`src/rtl/irq_ctrl8_pkg.sv`:
```
// Package: shared state encoding, command codes and a priority helper.
// Assumes at most 32 request lines for the helper function.
package irq_ctrl8_pkg;

    typedef enum logic [2:0] {
        ST_IDLE,
        ST_BASE,
        ST_CASC,
        ST_MODE,
        ST_RUN
    } init_st_t;

    localparam logic [7:0] CMD_INIT = 8'h11;
    localparam logic [7:0] CMD_EOI  = 8'h20;

    // Index of the lowest set bit; 32 when the vector is empty.
    function automatic int unsigned first_set(input logic [31:0] v);
        int unsigned r;
        r = 32;
        for (int i = 31; i >= 0; i--) begin
            if (v[i]) r = i;
        end
        return r;
    endfunction

endpackage

```
`src/rtl/irq_cfg_regs.sv`:
```
// Register port and initialization sequencer. It holds the vector base,
// the cascade word and the mask, and decodes the init and EOI commands.
// Assumes NLINES <= DW, so that the mask fits in one data write.
module irq_cfg_regs
    import irq_ctrl8_pkg::*;
#(
    parameter int NLINES = 8,
    parameter int DW     = 8
) (
    input  logic              clk,
    input  logic              rst_n,
    input  logic              wr_en,
    input  logic              addr,
    input  logic [DW-1:0]     wdata,
    output logic [DW-1:0]     rdata,
    output logic              ready,
    output logic              init_pulse,
    output logic              eoi_pulse,
    output logic [NLINES-1:0] imr,
    output logic [DW-1:0]     base,
    output logic [DW-1:0]     casc_word
);

    init_st_t state;

    // Command decode, valid in the cycle of the write.
    always_comb begin
        init_pulse = wr_en && !addr && (wdata == CMD_INIT);
        eoi_pulse  = wr_en && !addr && (wdata == CMD_EOI) && (state == ST_RUN);
        ready      = (state == ST_RUN);
        rdata      = addr ? DW'(imr) : '0;
    end

    // Step through the init words; once running, data writes load the mask.
    always_ff @(posedge clk) begin
        if (!rst_n) begin
            state     <= ST_IDLE;
            imr       <= '0;
            base      <= '0;
            casc_word <= '0;
        end else if (init_pulse) begin
            state <= ST_BASE;
            imr   <= '0;
        end else if (wr_en && addr) begin
            case (state)
                ST_BASE: begin
                    base  <= wdata;
                    state <= ST_CASC;
                end
                ST_CASC: begin
                    casc_word <= wdata;
                    state     <= ST_MODE;
                end
                ST_MODE: state <= ST_RUN;
                ST_RUN:  imr   <= wdata[NLINES-1:0];
                default: ;
            endcase
        end
    end


    mask_load_chk: assert property (@(posedge clk) disable iff (!rst_n)
        (ready && wr_en && addr) |=> (imr == $past(wdata[NLINES-1:0])));


    init_clears_mask_chk: assert property (@(posedge clk) disable iff (!rst_n)
        init_pulse |=> (!ready && imr == '0));

endmodule

```
`src/rtl/irq_req_latch.sv`:
```
// Request latch: it catches rising edges of the inputs in a pending
// register and clears the bit that is acknowledged. Assumes the inputs
// are already synchronous to clk. Edges are thrown away while not ready.
module irq_req_latch #(
    parameter int NLINES = 8
) (
    input  logic              clk,
    input  logic              rst_n,
    input  logic              ready,
    input  logic [NLINES-1:0] irq_in,
    input  logic [NLINES-1:0] clr_mask,
    output logic [NLINES-1:0] irr
);

    logic [NLINES-1:0] irq_prev;

    // Record the previous input level and latch new rising edges.
    always_ff @(posedge clk) begin
        if (!rst_n) begin
            irq_prev <= '0;
            irr      <= '0;
        end else begin
            irq_prev <= irq_in;
            irr      <= ready ? ((irr & ~clr_mask) | (irq_in & ~irq_prev)) : '0;
        end
    end


    req_edge_chk: assert property (@(posedge clk) disable iff (!rst_n)
        ((irr & ~$past(irr) & ~$past(irq_in)) == '0));

endmodule

```
`src/rtl/irq_prio_resolve.sv`:
```
// Priority resolver, purely combinational. It picks the lowest-numbered
// pending unmasked line and raises a request only if that line has
// strictly higher priority than every in-service line.
module irq_prio_resolve
    import irq_ctrl8_pkg::*;
#(
    parameter int NLINES = 8
) (
    input  logic                      ready,
    input  logic [NLINES-1:0]         irr,
    input  logic [NLINES-1:0]         imr,
    input  logic [NLINES-1:0]         isr,
    output logic                      int_req,
    output logic [$clog2(NLINES)-1:0] line_idx
);

    localparam int IDX_W = $clog2(NLINES);

    logic [NLINES-1:0] pend;
    int unsigned       p_idx;
    int unsigned       s_idx;

    // Compare the best pending line against the best in-service line.
    always_comb begin
        pend     = irr & ~imr;
        p_idx    = first_set(32'(pend));
        s_idx    = first_set(32'(isr));
        int_req  = ready && (pend != '0) && (p_idx < s_idx);
        line_idx = IDX_W'(p_idx);
    end

endmodule

```
`src/rtl/irq_service.sv`:
```
// In-service tracking and acknowledge path. It moves the acknowledged line
// from pending to in-service, then either drives the vector or, for a
// cascade line on a master, forwards the acknowledge with the line number.
// Assumes int_req and line_idx come from the resolver in the same cycle.
module irq_service #(
    parameter int NLINES = 8,
    parameter int DW     = 8
) (
    input  logic                      clk,
    input  logic                      rst_n,
    input  logic                      init_pulse,
    input  logic                      eoi_pulse,
    input  logic                      cfg_master,
    input  logic                      ack_cpu,
    input  logic                      casc_ack_i,
    input  logic [$clog2(NLINES)-1:0] casc_id_i,
    input  logic [DW-1:0]             casc_word,
    input  logic [DW-1:0]             base,
    input  logic                      int_req,
    input  logic [$clog2(NLINES)-1:0] line_idx,
    output logic [NLINES-1:0]         isr,
    output logic [NLINES-1:0]         clr_mask,
    output logic                      vec_valid,
    output logic [DW-1:0]             vec_out,
    output logic                      casc_ack_o,
    output logic [$clog2(NLINES)-1:0] casc_id_o
);

    localparam int IDX_W = $clog2(NLINES);

    logic              ack_eff;
    logic              take;
    logic              to_slave;
    logic [NLINES-1:0] sel;
    logic [NLINES-1:0] isr_lo;

    // Work out the effective acknowledge and where its response goes.
    always_comb begin
        ack_eff  = cfg_master ? ack_cpu
                              : (casc_ack_i && (casc_id_i == casc_word[IDX_W-1:0]));
        take     = ack_eff && int_req;
        sel      = NLINES'(1) << line_idx;
        clr_mask = take ? sel : '0;
        to_slave = cfg_master && casc_word[line_idx];
        isr_lo   = isr & (~isr + 1'b1);
    end

    // Update in-service: EOI clears the top bit, acknowledge sets a bit.
    always_ff @(posedge clk) begin
        if (!rst_n || init_pulse) begin
            isr <= '0;
        end else begin
            isr <= (eoi_pulse ? (isr & ~isr_lo) : isr) | (take ? sel : '0);
        end
    end

    // Register the vector strobe or the forwarded acknowledge.
    always_ff @(posedge clk) begin
        if (!rst_n) begin
            vec_valid  <= 1'b0;
            vec_out    <= '0;
            casc_ack_o <= 1'b0;
            casc_id_o  <= '0;
        end else begin
            vec_valid  <= take && !to_slave;
            casc_ack_o <= take && to_slave;
            if (take) begin
                vec_out   <= base + DW'(line_idx);
                casc_id_o <= line_idx;
            end
        end
    end


    vec_after_ack_chk: assert property (@(posedge clk) disable iff (!rst_n)
        vec_valid |-> $past(ack_eff));


    casc_no_vec_chk: assert property (@(posedge clk) disable iff (!rst_n)
        !(vec_valid && casc_ack_o));


    isr_single_set_chk: assert property (@(posedge clk) disable iff (!rst_n)
        $onehot0(isr & ~$past(isr)));


    eoi_clear_chk: assert property (@(posedge clk) disable iff (!rst_n)
        (eoi_pulse && !take && isr != '0) |=> ($countones(isr) == $countones($past(isr)) - 1));

endmodule

```
`src/rtl/irq_ctrl8.sv`:
```
// Top of the cascadable priority interrupt controller. It wires the
// register port, the request latch, the priority resolver and the service
// logic together. Assumes all inputs are synchronous to clk.
module irq_ctrl8 #(
    parameter int NLINES = 8,
    parameter int DW     = 8
) (
    input  logic                      clk,
    input  logic                      rst_n,
    input  logic                      cfg_master,
    input  logic                      wr_en,
    input  logic                      addr,
    input  logic [DW-1:0]             wdata,
    output logic [DW-1:0]             rdata,
    input  logic [NLINES-1:0]         irq_in,
    output logic                      int_out,
    input  logic                      ack_in,
    output logic                      vec_valid,
    output logic [DW-1:0]             vec_out,
    input  logic                      casc_ack_i,
    input  logic [$clog2(NLINES)-1:0] casc_id_i,
    output logic                      casc_ack_o,
    output logic [$clog2(NLINES)-1:0] casc_id_o
);

    localparam int IDX_W = $clog2(NLINES);

    logic              ready;
    logic              init_pulse;
    logic              eoi_pulse;
    logic [NLINES-1:0] imr;
    logic [NLINES-1:0] irr;
    logic [NLINES-1:0] isr;
    logic [NLINES-1:0] clr_mask;
    logic [DW-1:0]     base;
    logic [DW-1:0]     casc_word;
    logic [IDX_W-1:0]  line_idx;

    irq_cfg_regs #(.NLINES(NLINES), .DW(DW)) u_cfg (
        .clk        (clk),
        .rst_n      (rst_n),
        .wr_en      (wr_en),
        .addr       (addr),
        .wdata      (wdata),
        .rdata      (rdata),
        .ready      (ready),
        .init_pulse (init_pulse),
        .eoi_pulse  (eoi_pulse),
        .imr        (imr),
        .base       (base),
        .casc_word  (casc_word)
    );

    irq_req_latch #(.NLINES(NLINES)) u_req (
        .clk      (clk),
        .rst_n    (rst_n),
        .ready    (ready),
        .irq_in   (irq_in),
        .clr_mask (clr_mask),
        .irr      (irr)
    );

    irq_prio_resolve #(.NLINES(NLINES)) u_prio (
        .ready    (ready),
        .irr      (irr),
        .imr      (imr),
        .isr      (isr),
        .int_req  (int_out),
        .line_idx (line_idx)
    );

    irq_service #(.NLINES(NLINES), .DW(DW)) u_svc (
        .clk        (clk),
        .rst_n      (rst_n),
        .init_pulse (init_pulse),
        .eoi_pulse  (eoi_pulse),
        .cfg_master (cfg_master),
        .ack_cpu    (ack_in),
        .casc_ack_i (casc_ack_i),
        .casc_id_i  (casc_id_i),
        .casc_word  (casc_word),
        .base       (base),
        .int_req    (int_out),
        .line_idx   (line_idx),
        .isr        (isr),
        .clr_mask   (clr_mask),
        .vec_valid  (vec_valid),
        .vec_out    (vec_out),
        .casc_ack_o (casc_ack_o),
        .casc_id_o  (casc_id_o)
    );


    int_only_ready_chk: assert property (@(posedge clk) disable iff (!rst_n)
        int_out |-> ready);


    prio_lowest_chk: assert property (@(posedge clk) disable iff (!rst_n)
        int_out |-> ((irr & ~imr & ((NLINES'(1) << line_idx) - 1'b1)) == '0));

endmodule

```
`config.mk`:
```
export PLATFORM = sky130hd
export DESIGN_NAME = irq_ctrl8
export DESIGN_NICKNAME = d
export VERILOG_FILES = /design/src/rtl/irq_ctrl8_pkg.sv /design/src/rtl/irq_cfg_regs.sv /design/src/rtl/irq_req_latch.sv /design/src/rtl/irq_prio_resolve.sv /design/src/rtl/irq_service.sv /design/src/rtl/irq_ctrl8.sv
export SDC_FILE = /design/constraint.sdc
export NUM_CORES = 1
export LEC_CHECK = 0
export ABC_CLOCK_PERIOD_IN_PS = 4900
export BUFFER_PORTS_ARGS = -buffer_cell sky130_fd_sc_hd__clkbuf_2
export CORE_ASPECT_RATIO = 0.5
export CORE_UTILIZATION = 25
export CTS_BUF_LIST = sky130_fd_sc_hd__clkbuf_16
export CTS_CLUSTER_SIZE = 28
export DETAILED_ROUTE_END_ITERATION = 8
export PLACE_DENSITY = 0.52
export SYNTH_ARGS = -nofsm -noshare
export SYNTH_HDL_FRONTEND = slang
export SYNTH_SLANG_ARGS = --single-unit
```
`constraint.sdc`:
```
create_clock -name clk -period 4.9 [get_ports clk]
set_input_delay 0.98 -clock clk [delete_from_list [all_inputs] [get_ports clk]]
set_output_delay 0.98 -clock clk [all_outputs]
set_load 0.01 [all_outputs]
```
==> out/metrics.yaml, run 1 <==
status: "finished, final reports clean"
n_antenna_cell: 0
cts.clk_slew.worst_paths_ns: 0.05
grt_first_pass_wirelength_mm: 14.27
nets: 454
power.density_mw_per_mm2: 285.7
viasPerCell: 4.754
seq_area_frac_synth_pct: 37.48
layout_commonest_cell: "dfxtp_1"
dpl.hpwl_mm: 6.741
seq_power_share_pct: 45.0
syn_area_mm2: 0.003418
synth-seq-cells: 64
die-area_mm2: 0.01417
dr.pass1.iters: 4
wl_per_cell_um: 14.89
switching_share_pct: 21.00
cts_tree: "yes"
finalSetupTns_ns: 0
drv_cap: 0
rsz0062_at_grt: "no"
cts_repair_resize_count: 0
fin_skew_ns: 0.007566
die_w_um: 167.4
place.gp.congestion: 0.8025
period_share_pct: 74.30
fin_cells: 597
syn_to_final_growth_pct: 19.44
grt_max_degree: 36
worstPathRequired_ns: 3.92
drt_iter0_drc: 188
arrival_ns: 2.66
start_util_pct: 26.31
drive_gt1_share_pct: 20.14
tightest_slew_ns: 0.8706
ys_types: 66
clock_sinks: 64
relSlewSlack_pct: 41.75
final_cell_mix: "dfxtp_1, clkbuf_2, nor2_1, nand2_1, mux2i_1"
cp-end-kind: "primary output"
synth_edf_count: 0
grt-ovfl-total: 0
antenna_found_initial: 0
r2r-end: "u_svc.vec_valid"
ant_nets: 0
coreArea_mm2: 0.01299
hold_viol: 0
grt_use_total_pct: 13.33
crit_path_max_fanout: 10
clock_latency_ns: 0.33
yosys_warnings: 0
worstHoldStart: "u_svc.vec_out[2]"
hold_depth: 2
die_h_um: 84.69
cts_made_buffers: 9
cts_setup_buffers: 0
fin_crit_ns: 3.641
vdd_drop_max_mv: 0.1340
holdPathEnd: "u_svc.vec_out[2]"
worst-r2r-cell-count: 9
pwr-share-clk_pct: 51.7
synth.avg_cell_area_um2: 9.043
critPathLaunchType: "flop"
combinationalPowerShare_pct: 3.2
maxSlewViolCount: 0
cts_max_level: 3
placementRows: 29
routed-via-count: 2838
cts-root-buf: "clkbuf_16"
async_flop_share_pct: 0
synthFlopType: "dfxtp_1"
internal_power_mw: 0.9215
holdBufCountCts: 0
route.detailed.drc: 0
p_switching_mw: 0.2449
hold_class: "reg -> reg"
io_pins: 48
path_class: "reg -> out"
clockBufferDepth: 2
syn_inst: 378
first_global_vias: 2681
reg2reg_slack_ns: 1.90
io_buffers: 47
syn-num-nets: 409
dp.cells: 582
drt-total-wl_mm: 8.892
fmax_mhz: 274.7
p_leak_nw: 1.575
finalSetupViolations: 0
utilization_pct: 31.43
r2r_start: "u_req.irr[5]"
==> cell type report <==
type                       instances  area [um2]
multi-input combinational        293        2039
clock inverter                     6       52.55
sequential                        64        1281
inverter                           7       28.78
timing repair buffer              48       242.7
fill                            1401        8907
tap                              170       212.7
clock buffer                       9       225.2
==> logic make-up (layout without fill, tap and decap cells) <==
family / after synthesis / count (layout) / synth area share, %
multiplexers: 37 / 37 / 10.98
AND/OR/NAND/NOR: 166 / 166 / 26.32
XOR/XNOR: 6 / 6 / 1.537
buffers and inverters: 21 / 70 / 3.038
AO/OA/AOI/OAI: 79 / 79 / 18.60
adder cells (fa/ha/maj): 5 / 5 / 2.050
flip-flops: 64 / 64 / 37.48
==> flip-flops by register name, summed over array words and instances (netlist names) <==
| register | cells |
|---|---|
| u_cfg.state | 3 |
| u_svc.casc_ack_o | 1 |
| u_cfg.imr | 8 |
| u_svc.isr | 8 |
| u_req.irq_prev | 8 |
| u_cfg.base | 8 |
| u_svc.vec_valid | 1 |
| u_svc.vec_out | 8 |
| u_svc.casc_id_o | 3 |
| u_cfg.casc_word | 8 |
| u_req.irr | 8 |
==> critical path: stages, from the launching register on <==
cell,delay [ns]
dfxtp_1,0.34
nor2b_1,0.25
a221oi_1,0.11
o311ai_2,0.31
inv_2,0.18
ha_1,0.41
a21boi_0,0.16
a2bb2oi_1,0.16
nor4_1,0.22
clkbuf_2,0.19
==> routing by layer <==
layer,vias to the layer above,wire [um],global-route usage (%)
li1,1469,-,-
met1,1321,4565,18.17
met2,38,3860,19.81
met3,10,310,3.395
met4,0,155,5.922
met5,-,0,0
==> worst max path at each step <==
stage / start / endpoint / slack [ns] / cells past startpoint
global placement: u_req.irr[5] / int_out / 1.61 / 9
finish: u_req.irr[5] / int_out / 1.26 / 9
floorplan: u_req.irr[5] / int_out / 1.87 / 8
detailed placement: u_req.irr[5] / int_out / 1.59 / 9
CTS: u_req.irr[5] / int_out / 1.22 / 9
global route: u_req.irr[5] / int_out / 0.99 / 9
==> synth_stat cells, types with 4 or more instances <==
master | number | area [um2]
o31ai_1 | 13 | 97.59
nor2b_1 | 8 | 50.05
nand3_1 | 10 | 50.05
nand2b_1 | 11 | 68.82
nand4_1 | 4 | 25.02
dfxtp_1 | 64 | 1281
o21ai_0 | 11 | 55.05
nand2_1 | 39 | 146.4
a21oi_1 | 17 | 85.08
nor2_1 | 42 | 157.7
and2_1 | 17 | 106.4
clkbuf_1 | 10 | 37.54
nor4_1 | 4 | 25.02
xnor2_1 | 5 | 43.79
mux2i_1 | 36 | 360.4
inv_1 | 5 | 18.77
or3_1 | 6 | 37.54
ha_1 | 4 | 50.05
==> stage by stage <==
stage                     worst slack (ns)  hold slack [ns]  total power, mW  area [um2]
after detailed placement             1.592           0.4546           0.5743        3805
after floorplan                      1.867           0.4487           0.5532        3418
final                                1.259           0.4574            1.166        4083
after CTS                            1.223           0.4619            1.188        4083
after global routing                0.9923           0.4871            1.209        4083
after global placement               1.611           0.4465           0.5745        3805
==> power groups by stage <==
| stage | Clock (mW) | Sequential [mW] | Combinational [mW] |
|---|---|---|---|
| final | 0.603 | 0.525 | 0.0377 |
| after global routing | 0.643 | 0.525 | 0.0420 |
| after CTS | 0.624 | 0.525 | 0.0383 |
| after detailed placement | 0 | 0.536 | 0.0383 |
| after global placement | 0 | 0.536 | 0.0386 |
| after floorplan | 0 | 0.536 | 0.0175 |
No activity file was read; power rests on OpenSTA's default activity.
==> run 2, diff against run 1 <==
Settings changed: ABC_CLOCK_PERIOD_IN_PS 4900 to 3390.
Clock period 4.9 ns to 3.39 ns, I/O delays scaled along.
==> run 2 against run 1 <==
  * Count of clock-buffer cells in the layout unchanged
  * Clock power increased by 58%
  * Combinational power increased by 49%
  * Core utilization increased by 0.46 points
  * First-iteration DRC count decreased by 25%
  * Clock skew decreased by 0.0015 ns
==> out/metrics.yaml, run 2 (synthesis gave the netlist of run 1 again) <==
grt_first_pass_wirelength_mm: 14.90  # was 14.27 mm
grt-ovfl-total: 0  # unchanged
worstPathRequired_ns: 2.71  # was 3.92 ns
ant_nets: 0  # unchanged
dpl.hpwl_mm: 6.818  # was 6.741 mm
cts-root-buf: "clkbuf_16"  # unchanged
crit_path_max_fanout: 5  # was 10
power.density_mw_per_mm2: 426.4  # was 285.7 mW/mm2
drive_gt1_share_pct: 20.88  # was 20.14%
io_pins: 48  # unchanged
p_switching_mw: 0.3590  # was 0.2449 mW
busiest_layer: "met2"  # unchanged
fin_crit_ns: 3.153
layout_commonest_cell: "dfxtp_1"  # unchanged
seq_power_share_pct: 43.0  # was 45.0%
viasPerCell: 4.829  # was 4.754
met2_usage_pct: 20.95  # was 19.81%
grt_max_degree: 22  # was 36
die_h_um: 84.69  # unchanged
use_met1_pct: 18.28  # was 18.17%
seq_area_mm2: 0.001281  # unchanged
drt_iter0_drc: 141  # was 188
first_global_vias: 2769  # was 2681
cts_max_level: 3  # unchanged
fin_skew_ns: 0.006020  # was 0.007566 ns
internal_power_mw: 1.408  # was 0.9215 mW
tightest_slew_ns: 0.7125  # was 0.8706 ns
hold_viol: 0  # unchanged
final_cell_mix: "dfxtp_1, clkbuf_2, nor2_1, nand2_1, mux2i_1"  # unchanged
clock_sinks: 64  # unchanged
clockBufferDepth: 2  # unchanged
relSlewSlack_pct: 52.27  # was 41.75%
clock_latency_ns: 0.33  # about the same
io_buffers: 47  # unchanged
critPathLaunchType: "flop"  # unchanged
holdBufCountCts: 0  # unchanged
finalSetupTns_ns: 0  # unchanged
die_w_um: 167.4  # unchanged
arrival_ns: 2.48  # was 2.66 ns
period_share_pct: 93.01
status: "finished, final reports clean"  # unchanged
grt_use_total_pct: 13.60  # was 13.33%
placementRows: 29  # unchanged
hold_class: "reg -> reg"  # unchanged
wl_per_cell_um: 14.98  # was 14.89 um
rsz0062_at_grt: "no"  # unchanged
cp-end-kind: "primary output"  # unchanged
hold_slack_ns: 0.4563  # was 0.4574 ns
place.gp.congestion: 0.8047  # was 0.8025
dr.pass1.iters: 5  # was 4
routed-via-count: 2902  # was 2838
syn_to_final_growth_pct: 21.19  # was 19.44%
cts_tree: "yes"  # unchanged
cts.clk_slew.worst_paths_ns: 0.05  # about the same
die-area_mm2: 0.01417  # unchanged
pwr-share-clk_pct: 53.9  # was 51.7%
antenna_found_initial: 0  # unchanged
vdd_drop_max_mv: 0.1978  # was 0.1340 mV
use_met3_pct: 3.772  # was 3.395%
combinationalPowerShare_pct: 3.2  # about the same
fill_cells: 1385  # was 1401
start_util_pct: 26.31  # unchanged
maxSlewViolCount: 0  # unchanged
coreArea_mm2: 0.01299  # unchanged
fmax_mhz: 317.1
cts_made_buffers: 9  # unchanged
p_leak_nw: 1.604  # was 1.575 nW
route.detailed.drc: 0  # unchanged
finalSetupViolations: 0  # unchanged
multi_input_area_mm2: 0.002046  # was 0.002039 mm2
n_antenna_cell: 0  # unchanged
drt-total-wl_mm: 9.001  # was 8.892 mm
path_class: "reg -> out"  # unchanged
nets: 458  # was 454
drv_cap: 0  # unchanged
switching_share_pct: 20.32  # was 21.00%
## run 2: changes by cell type in the layout (fill, tap and decap cells not counted), sizes merged
cell,before,now
clkinv,4,3
buf,1,5
bufinv,1,2
## run 2: metal layers
layer | vias up | wire length [um]
met5 | - | 0
met4 | 0 | 150
met3 | 12 | 351
met2 | 58 | 4010
met1 | 1354 | 4489
li1 | 1478 | -
## run 2: final cells by class
class                   count  area share (%)
well taps                 170           5.134
multi-input cells         293           49.38
clock buffers               9           5.436
repair buffers             52           6.584
inverters                   7          0.6947
flip-flops and latches     64           30.93
clock inverters             6           1.842
## run 2: worst max-delay path, cell delays in order, from the launching register on
cell	delay (ns)
dfxtp_1	0.34
nor2b_1	0.26
a221oi_1	0.10
o311ai_2	0.33
inv_2	0.07
ha_1	0.38
a21boi_0	0.16
a2bb2oi_1	0.17
nor4_2	0.17
clkbuf_2	0.18
## run 2: timing repair
action,CTS,global route
endpoints found under the hold margin,0,0
setup endpoints to repair,0,1
resized for setup,0,1
buffers inserted,0,0
## run 2: stage by stage
step	area (um2)	cells	utilization [%]	setup slack, ns	total power [mW]
2_1_floorplan	3418	378	-	0.6590	0.7997
3_3_place_gp	3835	586	29.52	0.5331	0.8310
3_5_place_dp	3835	586	29.52	0.4748	0.8312
4_1_cts	4136	601	31.84	0.1146	1.787
5_1_grt	4143	601	31.89	0.05737	1.828
6_report	4143	601	31.89	0.2368	1.767
## run 2: final timing paths
check / start / end / slack [ns] / depth (start not counted)
worst max-delay path: u_req.irr[5] / int_out / 0.24 / 9
worst max register to register: u_req.irr[5] / u_svc.vec_valid / 0.61 / 9
worst min-delay path: u_svc.casc_id_o[2] / u_svc.casc_id_o[2] / 0.46 / 2
worst min register to register: u_svc.casc_id_o[2] / u_svc.casc_id_o[2] / 0.46 / 2
## run 2: power groups by stage
| stage | sequential, mW | clock [mW] | combinational (mW) |
|---|---|---|---|
| 2_1_floorplan | 0.774 | 0 | 0.0252 |
| 3_3_place_gp | 0.775 | 0 | 0.0564 |
| 3_5_place_dp | 0.775 | 0 | 0.0566 |
| 4_1_cts | 0.759 | 0.972 | 0.0568 |
| 5_1_grt | 0.758 | 1.01 | 0.0618 |
| 6_report | 0.759 | 0.952 | 0.0560 |
